$ cat src/rtl/cqs_pkg.sv
package cqs_pkg;
    typedef enum logic [1:0] {
        ST_IDLE = 2'd0,
        ST_RUN  = 2'd1,
        ST_HOLD = 2'd2
    } seq_state_e;
endpackage

$ cat src/rtl/cqs_store.sv
module cqs_store #(
    parameter int W     = 8,
    parameter int DEPTH = 40,
    localparam int AW   = $clog2(DEPTH)
) (
    input  logic          clk,
    input  logic          we_i,
    input  logic [AW-1:0] waddr_i,
    input  logic [W-1:0]  wdata_i,
    input  logic [AW-1:0] raddr_i,
    output logic [W-1:0]  rdata_o
);
    localparam logic [AW-1:0] LAST = AW'(DEPTH - 1);

    logic [W-1:0] mem_q [DEPTH];

    always_ff @(posedge clk) begin
        if (we_i && (waddr_i <= LAST)) begin
            mem_q[waddr_i] <= wdata_i;
        end
    end

    assign rdata_o = (raddr_i <= LAST) ? mem_q[raddr_i] : '0;
endmodule

$ cat src/rtl/cqs_flag.sv
module cqs_flag (
    input  logic clk,
    input  logic rst_n,
    input  logic set_i,
    input  logic rd_i,
    input  logic wr_i,
    input  logic wbit_i,
    output logic flag_o
);
    typedef struct packed {
        logic flag;
        logic armed;
    } fl_t;

    fl_t fl_q, fl_d;

    always_comb begin
        fl_d = fl_q;
        // a write always consumes an earlier read
        if (wr_i) begin
            fl_d.armed = 1'b0;
        end else if (rd_i && fl_q.flag) begin
            fl_d.armed = 1'b1;
        end
        // set takes priority over a clearing write
        if (set_i) begin
            fl_d.flag = 1'b1;
        end else if (wr_i && !wbit_i && fl_q.armed) begin
            fl_d.flag = 1'b0;
        end
    end

    always_ff @(posedge clk or negedge rst_n) begin
        if (!rst_n) begin
            fl_q <= '0;
        end else begin
            fl_q <= fl_d;
        end
    end

    assign flag_o = fl_q.flag;

    // a flag falls only after an armed write of 0
    p_flag_sticky_r9: assert property (@(posedge clk) disable iff (!rst_n)
        $fell(fl_q.flag) |-> $past(wr_i && !wbit_i && fl_q.armed));

    // a set event always leaves the flag high
    p_set_wins_r10: assert property (@(posedge clk) disable iff (!rst_n)
        set_i |=> fl_q.flag);
endmodule

$ cat src/rtl/cmd_queue_seq.sv
module cmd_queue_seq
    import cqs_pkg::*;
#(
    parameter int DEPTH = 40,
    parameter int CMD_W = 8,
    parameter int CH_W  = 6,
    parameter int RES_W = 10,
    localparam int AW   = $clog2(DEPTH)
) (
    input  logic             clk,
    input  logic             rst_n,
    input  logic             trig_i,
    input  logic             sw_mode_i,
    input  logic [AW-1:0]    bound_i,
    input  logic             cmd_we_i,
    input  logic [AW-1:0]    cmd_addr_i,
    input  logic [CMD_W-1:0] cmd_data_i,
    output logic             conv_req_o,
    output logic [CH_W-1:0]  conv_chan_o,
    input  logic             conv_done_i,
    input  logic [RES_W-1:0] conv_result_i,
    input  logic [AW-1:0]    res_addr_i,
    output logic [RES_W-1:0] res_data_o,
    input  logic             stat_rd_i,
    input  logic             stat_wr_i,
    input  logic [1:0]       stat_wdata_i,
    output logic             done_flag_o,
    output logic             pause_flag_o,
    input  logic             ie_done_i,
    input  logic             ie_pause_i,
    output logic             irq_o,
    output logic [1:0]       state_o
);
    localparam logic [AW-1:0]   LAST_ADDR = AW'(DEPTH - 1);
    localparam logic [CH_W-1:0] EOQ_CODE  = '1;
    localparam int              PAUSE_BIT = CMD_W - 1;
    localparam int              N_FLAGS   = 2;

    typedef struct packed {
        seq_state_e    st;
        logic [AW-1:0] ptr;
    } core_t;

    core_t core_q, core_d;

    logic [CMD_W-1:0] cmd_word;
    logic [CH_W-1:0]  cmd_chan;
    logic             cmd_pause;
    logic             cmd_eoq;
    logic             at_last;
    logic [AW:0]      ptr_next;
    logic             res_we;
    logic             set_done;
    logic             set_pause;
    logic [N_FLAGS-1:0] set_vec;
    logic [N_FLAGS-1:0] flag_vec;

    cqs_store #(.W(CMD_W), .DEPTH(DEPTH)) u_cmd_mem (
        .clk     (clk),
        .we_i    (cmd_we_i),
        .waddr_i (cmd_addr_i),
        .wdata_i (cmd_data_i),
        .raddr_i (core_q.ptr),
        .rdata_o (cmd_word)
    );

    cqs_store #(.W(RES_W), .DEPTH(DEPTH)) u_res_mem (
        .clk     (clk),
        .we_i    (res_we),
        .waddr_i (core_q.ptr),
        .wdata_i (conv_result_i),
        .raddr_i (res_addr_i),
        .rdata_o (res_data_o)
    );

    assign cmd_chan  = cmd_word[CH_W-1:0];
    assign cmd_pause = cmd_word[PAUSE_BIT];
    assign cmd_eoq   = (cmd_chan == EOQ_CODE);
    assign ptr_next  = {1'b0, core_q.ptr} + (AW+1)'(1);
    assign at_last   = (core_q.ptr == LAST_ADDR) || (ptr_next == {1'b0, bound_i});

    always_comb begin
        core_d    = core_q;
        res_we    = 1'b0;
        set_done  = 1'b0;
        set_pause = 1'b0;
        unique case (core_q.st)
            ST_IDLE: begin
                if (trig_i) begin
                    core_d.ptr = '0;
                    core_d.st  = ST_RUN;
                end
            end
            ST_RUN: begin
                if (cmd_eoq) begin
                    set_done  = 1'b1;
                    core_d.st = ST_IDLE;
                end else if (conv_done_i) begin
                    res_we    = 1'b1;
                    set_pause = cmd_pause;
                    if (at_last) begin
                        set_done  = 1'b1;
                        core_d.st = ST_IDLE;
                    end else begin
                        core_d.ptr = ptr_next[AW-1:0];
                        if (cmd_pause && !sw_mode_i) begin
                            core_d.st = ST_HOLD;
                        end
                    end
                end
            end
            ST_HOLD: begin
                if (trig_i) begin
                    core_d.st = ST_RUN;
                end
            end
            default: core_d.st = ST_IDLE;
        endcase
    end

    always_ff @(posedge clk or negedge rst_n) begin
        if (!rst_n) begin
            core_q <= '{st: ST_IDLE, ptr: '0};
        end else begin
            core_q <= core_d;
        end
    end

    assign set_vec = {set_pause, set_done};

    for (genvar g = 0; g < N_FLAGS; g++) begin : g_flag
        cqs_flag u_flag (
            .clk    (clk),
            .rst_n  (rst_n),
            .set_i  (set_vec[g]),
            .rd_i   (stat_rd_i),
            .wr_i   (stat_wr_i),
            .wbit_i (stat_wdata_i[g]),
            .flag_o (flag_vec[g])
        );
    end

    assign done_flag_o  = flag_vec[0];
    assign pause_flag_o = flag_vec[1];
    assign irq_o        = (flag_vec[0] && ie_done_i) || (flag_vec[1] && ie_pause_i);
    assign conv_req_o   = (core_q.st == ST_RUN) && !cmd_eoq;
    assign conv_chan_o  = cmd_chan;
    assign state_o      = core_q.st;

    // request and channel held until done
    p_req_hold_r2: assert property (@(posedge clk) disable iff (!rst_n)
        (conv_req_o && !conv_done_i && !cmd_we_i) |=> (conv_req_o && $stable(conv_chan_o)));

    // completion only rises on the way back to idle
    p_done_idle_r3: assert property (@(posedge clk) disable iff (!rst_n)
        $rose(done_flag_o) |-> (core_q.st == ST_IDLE));

    // pointer never leaves the memory
    p_ptr_range_r5: assert property (@(posedge clk) disable iff (!rst_n)
        core_q.ptr <= LAST_ADDR);

    // entering pause always shows the pause flag
    p_hold_flag_r6: assert property (@(posedge clk) disable iff (!rst_n)
        $rose(core_q.st == ST_HOLD) |-> pause_flag_o);

    // software mode never holds
    p_sw_nohold_r8: assert property (@(posedge clk) disable iff (!rst_n)
        (core_q.st == ST_RUN && sw_mode_i) |=> (core_q.st != ST_HOLD));
endmodule

$ cat config.mk
export PLATFORM = sky130hd
export DESIGN_NAME = cmd_queue_seq
export DESIGN_NICKNAME = d
export VERILOG_FILES = /design/src/rtl/cqs_pkg.sv /design/src/rtl/cqs_store.sv /design/src/rtl/cqs_flag.sv /design/src/rtl/cmd_queue_seq.sv
export SDC_FILE = /design/constraint.sdc
export NUM_CORES = 1
export LEC_CHECK = 0
export BUFFER_PORTS_ARGS = -buffer_cell sky130_fd_sc_hd__buf_2
export CAP_MARGIN = 20
export CORE_ASPECT_RATIO = 0.7
export CORE_MARGIN = 1.5
export CORE_UTILIZATION = 55
export CTS_BUF_LIST = sky130_fd_sc_hd__clkbuf_8 sky130_fd_sc_hd__clkbuf_16
export DETAILED_ROUTE_END_ITERATION = 12
export PLACE_DENSITY = 0.73
export SLEW_MARGIN = 20
export SYNTH_ARGS = -nofsm -noshare
export SYNTH_HDL_FRONTEND = slang
export SYNTH_SLANG_ARGS = --single-unit
export TNS_END_PERCENT = 5
$ cat constraint.sdc
create_clock -name clk -period 4.74 [get_ports clk]
set_input_delay 0.948 -clock clk [delete_from_list [all_inputs] [get_ports clk]]
set_output_delay 0.948 -clock clk [all_outputs]
set_load 0.005 [all_outputs]
==> results of run 1 <==
[sequential cells by signal (all words and copies together) (netlist names)]
register              count
core_q                    6
u_res_mem.mem_q         400
u_cmd_mem.mem_q         280
g_flag.u_flag.fl_q        2
g_flag.u_flag.flag_o      2
state_o                   2
[synthesized netlist by cell type (7+ instances only)]
cell      count
mux2i_1      65
buf_6        11
a21oi_1      32
buf_1        10
mux2_2       18
nor2_1       79
clkbuf_1     29
nor3_1       27
a221o_1       9
o22ai_1      20
nand3_1      21
dfrtp_1      12
edfxtp_1    680
mux4_2      130
a22o_1        9
o21ai_0      21
nor2b_1      13
buf_2        18
inv_1        10
mux2_1        7
buf_4        12
o211ai_1     11
nor4_1        9
a221oi_1     15
nand2_1      59
a22oi_1      20
[logic make-up after synthesis]
family          after synthesis  synth area share (%)
mux                         220                 13.97
simple gates                247                 4.362
flops                       692                 75.01
fa+ha+maj                     1               0.04529
xor+xnor                      9                0.2854
compound gates              172                 4.534
buf+inv                      92                 1.794
[metal layers]
metal / wire [um] / share of wire (%)
met1: 27800 / 42
met3: 7784 / 12
met2: 28850 / 44
met4: 1266 / 1.9
met5: 11 / 0.017
[worst max-delay path, stage by stage, from the launching register on]
cell and delay (ps):
dfrtp_4 650, buf_4 270, nand2b_1 390, o22ai_1 170, a221oi_1 280, o211ai_1 240, o31ai_1 500, nor2b_2 170
nand2_2 110, nand2_2 60, inv_2 140, buf_2 150
[timing repair]
action                                 4_1_cts  5_1_grt
hold buffers                                 0        0
setup buffers                                1        1
cloned                                       0        0
gates resized for setup                      2        4
endpoints found under the hold margin        0        0
setup endpoints to repair                    1        1
[area by class of cell]
class	count	area share, %
Sequential cell	692	66.32
Multi-Input combinational cell	649	20.77
Clock buffer	69	5.524
Inverter	12	0.1441
Timing Repair Buffer	158	3.607
Antenna cell	1	0.008006
Tap cell	665	2.662
Clock inverter	45	0.9647
[worst paths after layout]
path | start | end | cells past startpoint | slack, ps
setup / recovery | core_q[0] | conv_req_o | 11 | 40
hold / removal | rst_n | g_flag[0].u_flag.fl_q[0] | 1 | 230
setup reg to reg | core_q[0] | u_res_mem.mem_q[21][8] | 13 | 660
hold reg to reg | g_flag[1].u_flag.fl_q[0] | g_flag[1].u_flag.fl_q[0] | 2 | 510
max in group asynchronous | rst_n | core_q[2] | 1 | 4250
min in group clk | g_flag[1].u_flag.fl_q[0] | g_flag[1].u_flag.fl_q[0] | 2 | 510
[power breakdown]
group	internal, W	total, W	switching, W
Clock	0.00284	0.00501	0.00217
Sequential	0.00687	0.00706	0.000187
Combinational	0.00108	0.00287	0.00179
[through the flow]
| stage | std cells | worst slack [ps] | power, W |
|---|---|---|---|
| after floorplan | 1433 | 673.3 | 0.008833 |
| after global placement | 2174 | 455.1 | 0.009866 |
| after detailed placement | 2174 | 456.0 | 0.009906 |
| after CTS | 2289 | 71.47 | 0.01487 |
| after global routing | 2290 | 16.65 | 0.01536 |
| final | 2291 | 37.66 | 0.01493 |
==> out/results.ini, run 1 <==
[cells_and_area]
final_layout_size_suffix_gt1_share_pct=26.34
area_delta_synth_final_pct=13.15
multi_input_area_mm2=0.006491
register_area_mm2=0.02073
fillers=3294
final_cell_mix=680 x edfxtp_1, 130 x mux4_2, 83 x buf_4, 79 x nor2_1, 69 x clkbuf_16
final_common_cell=edfxtp_1
finalInstanceArea_mm2=0.03126
final_nets=1628
final_util_pct=63.23

[yosys]
synthArstFlopShare_pct=1.734
netlist_top_cells_area=edfxtp_1 74%, mux4_2 11%, mux2i_1 2.4%
postSynthAreaPerCell_um2=19.28
synth_flop_cell=edfxtp_1
synth_edf_count=680
synth_top_area_share_pct=73.92
ys_ff_latch=692
yosys.area.top_type=edfxtp_1
post_synth_instance_area_mm2=0.02762
yosysUniqueCellTypes=69
yosysWarnings=0
yosysSeqAreaShare_pct=75.01
synth_nets=1482
syn_inst=1433

[clock_tree]
htreeDepth=3
clock_tree.root_cell=clkbuf_16
cts_tree=done
clk_pin_slew_ps=70
numCtsBuffers=66
clkLatencyLatePin_ps=600
cts_buffer_depth=3
cts.sinks=692

[grt]
grt_overflow_total=0
grtUsageMet1_pct=39.51
met3_usage_pct=7.744
grt_pass1_vias=14330
grt_pass1_wl_mm=96.03
grt.total_usage_pct=25.81
grt-busiest-layer=met1
grt_max_degree=52
antenna_found_initial=1
met2_usage_pct=36.64

[detailed_routing]
first_pass_iters=7
via_per_inst=6.452
vias=14780
routed_wl_mm=65.72
drt_iter0_markers=1994
post_drt_wl_per_cell_um=28.69
ant_nets=0
drc=0

[sta]
fin_skew_ps=29.61
min_period_ps=4702
final_max_slew_viol_count=0
fmax_ghz=0.2127
hold_ws_ps=229.0
final_hold_viol_count=0
fin_crit_sh_pct=99.21
rsz0062_at_grt=no
finalSetupViolCount=0
setup_tns_ps=0
tightest_slew_ps=945.0
relSlewSlack_pct=36.77

[worst_setup_path]
cp_max_fo=18
crit_type=reg2out
crit_required_ps=3790
start_kind=flop
cp.arrival_ps=3750
cp-end-kind=output port

[placed_design]
hpwl_mm=41.15
place_congestion=0.9217
placed_area_mm2=0.02917
portBuffers=68

[run_status]
outcome=finished clean

[floorplan]
coreArea_mm2=0.04943
dieHeight_um=190.5
pin_count=70
dieArea_mm2=0.05160
die_x_um=270.9
rows=68
initial_core_util_pct=55.88

[power_and_ir_drop]
leakage_nw=10.05
ir_worst_vdd_mv=0.2475
power.density_mw_per_mm2=477.8

[job]
timing.max_cap.violations=0

[hold_path]
worstHoldPathType=in2async

No activity file was read; power rests on OpenSTA's default activity.
==> inputs of run 2 (changes only) <==
CORE_UTILIZATION = 29   (was 55)
PLACE_DENSITY = 0.44   (was 0.73)
==> run 2 against run 1 <==
Against the previous run: combinational power grew 11%; via count fell by 1.8%; first-iteration DRC count decreased by 41%; cell count up 27%; die area increased by 88%; sequential share of layout area decreased by 2.5 points; total power increased by 5.6%; critical path type unchanged.
==> out/results.ini, run 2 (synthesis gave the netlist of run 1 again) <==
[run_status]
outcome=finished clean

[job]
timing.max_cap.violations=0  ; unchanged

[worst_setup_path]
r2r-end=u_res_mem.mem_q[17][2]
regToRegSetupSlack_ps=360  ; -300 ps
endpoint=conv_req_o
cp.arrival_ps=3620  ; -130 ps
crit_required_ps=3790  ; about the same
start_kind=flop
crit_type=reg2out
cp-startpoint=core_q[0]
path_cells=buf_4 > or2_2 > buf_4 > o32ai_2 > nor3_1 > o22ai_1 > and4b_2 > nor4_4 > nand2_2 > nand2_2 > inv_2 > buf_2
r2r-start=core_q[0]
ff2ff_path_depth=13  ; unchanged
slowest_delay_ps=550  ; -100 ps
slowest_stage=dfrtp_4
cp-end-kind=output port
cp_max_fo=12  ; -6

[cells_and_area]
final_layout_size_suffix_gt1_share_pct=28.64  ; +2.3 points
reg_top3=u_res_mem.mem_q (400), u_cmd_mem.mem_q (280), core_q (6)
final_nets=1658  ; +1.8%
area_delta_synth_final_pct=17.56
instances_no_fill=2919  ; +27%
multi_input_area_mm2=0.006533  ; +0.64%
final_common_cell=edfxtp_1
top_register=u_res_mem.mem_q
largest_reg_flops=400  ; unchanged
register_area_mm2=0.02073  ; about the same
fillers=8873  ; +170%
final_cell_mix=680 x edfxtp_1, 130 x mux4_2, 104 x buf_4, 76 x clkbuf_16, 72 x nor2_1

[detailed_routing]
first_pass_iters=5  ; -2
via_per_inst=4.972  ; -23%
routed_wl_mm=76.65  ; +17%
ant_nets=0  ; unchanged
post_drt_wl_per_cell_um=26.26  ; -8.5%
drc=0  ; unchanged
drt_iter0_markers=1169  ; -41%
vias=14510  ; -1.8%

[grt]
grt_pass1_wl_mm=109.8  ; +14%
antenna_found_initial=2  ; +1
grt_max_degree=41  ; -21%
grt_overflow_total=0  ; unchanged
grt_pass1_vias=14910  ; +4.0%
grt.total_usage_pct=15.83  ; -10 points

[clock_tree]
cts_tree=done
htreeDepth=3  ; unchanged
cts.sinks=692  ; unchanged
cts_buffer_depth=3  ; unchanged
clkLatencyLatePin_ps=630  ; +30 ps
hold_buffers=0  ; unchanged
clk_pin_slew_ps=60  ; about the same
numCtsBuffers=75  ; +14%
clock_tree.root_cell=clkbuf_16

[placed_design]
hpwl_mm=50.29  ; +22%
place_congestion=0.8245  ; -11%
dp.cells=2767  ; +27%
pre_cts_ws_ps=257.4  ; -198.6 ps
portBuffers=68  ; unchanged

[sta]
relSlewSlack_pct=30.04  ; -6.7 points
fin_ws_ps=175.6  ; +138.0 ps
final_max_slew_viol_count=0  ; unchanged
finalSetupViolCount=0  ; unchanged
min_period_ps=4564  ; -138.0 ps
fin_skew_ps=22.40  ; -7.208 ps
tightest_slew_ps=1044  ; +98.73 ps
fin_crit_sh_pct=96.29  ; -2.9 points
hold_ws_ps=201.2  ; -27.76 ps
final_hold_viol_count=0  ; unchanged
fmax_ghz=0.2191  ; +3.0%
setup_tns_ps=0  ; unchanged

[power_and_ir_drop]
power.density_mw_per_mm2=485.6  ; +1.6%
leakage_nw=10.30  ; +2.5%
ir_worst_vdd_mv=0.2571  ; +3.9%
fin_total_pwr_w=0.01577  ; +5.6%

[floorplan]
dieArea_mm2=0.09715  ; +88%
pin_count=70  ; unchanged
die_x_um=371.9  ; +37%
initial_core_util_pct=29.32  ; -27 points
coreArea_mm2=0.09421  ; +91%
dieHeight_um=261.2  ; +37%
rows=94  ; +38%

[hold_path]
worstHoldPathType=in2async

-- run 2: cell types whose count changed in the layout (fill, tap and decap cells not counted), moves of 2 or more --
cell       delta
buf_4        +21
clkbuf_16     +7
clkinv_1      +7
nor2_1        -7
clkinv_2      +6
nor2_2        +6
nor3_1        -4
nor3_2        +4
clkinv_8      +3
inv_1         -2
nor2b_2       -2
-- run 2: report_power, final --
part	switching, W	internal [W]
logic	0.00201	0.00117
registers	0.000131	0.00687
clock network	0.00239	0.00319
-- run 2: what timing repair did --
item,4_1_cts,5_1_grt
endpoints found under the setup margin,1,1
setup buffers,2,10
resized for setup,3,6
gates cloned,0,0
pin swaps,1,1
-- run 2: worst min-delay path by stage --
| stage | from | end | slack, ps | depth (start not counted) |
|---|---|---|---|---|
| global route | rst_n | g_flag[0].u_flag.fl_q[0] | 190 | 1 |
| CTS | rst_n | g_flag[0].u_flag.fl_q[0] | 170 | 1 |
| detailed placement | g_flag[1].u_flag.fl_q[0] | g_flag[1].u_flag.fl_q[0] | 500 | 2 |
| floorplan | g_flag[0].u_flag.fl_q[0] | g_flag[0].u_flag.fl_q[0] | 460 | 2 |
| global placement | g_flag[0].u_flag.fl_q[0] | g_flag[0].u_flag.fl_q[0] | 490 | 2 |
| finish | rst_n | g_flag[0].u_flag.fl_q[0] | 200 | 1 |
-- run 2: critical path: cells and delay by family, from the launching register on --
family	cells	cell delay (ps)
and+or+nand+nor	6	1390
AOI/OAI and AO/OA	2	380
DFF	1	550
buffers and inverters	4	650
-- run 2: layer usage --
layer | up-vias | global-route usage [%] | share of wire [%]
met4 | 2 | 3.591 | 1.8
met5 | - | 0 | 0.021
met2 | 387 | 22.79 | 43
li1 | 6265 | - | -
met1 | 7761 | 24.38 | 50
met3 | 97 | 3.230 | 5.3
-- run 2: through the flow --
step	instance area (um2)	util, %
3_3_place_gp	29980	31.82
2_1_floorplan	27620	-
5_1_grt	32470	34.47
4_1_cts	32340	34.33
3_5_place_dp	29980	31.82
6_report	32470	34.47
-- run 2: area by class of cell --
class	instances	share of cell area [%]
Clock buffer	76	5.856
Multi-Input combinational cell	649	20.12
Inverter	12	0.1387
Antenna cell	2	0.01541
Sequential cell	692	63.83
Clock inverter	61	1.345
Tap cell	1248	4.808
Timing Repair Buffer	179	3.891
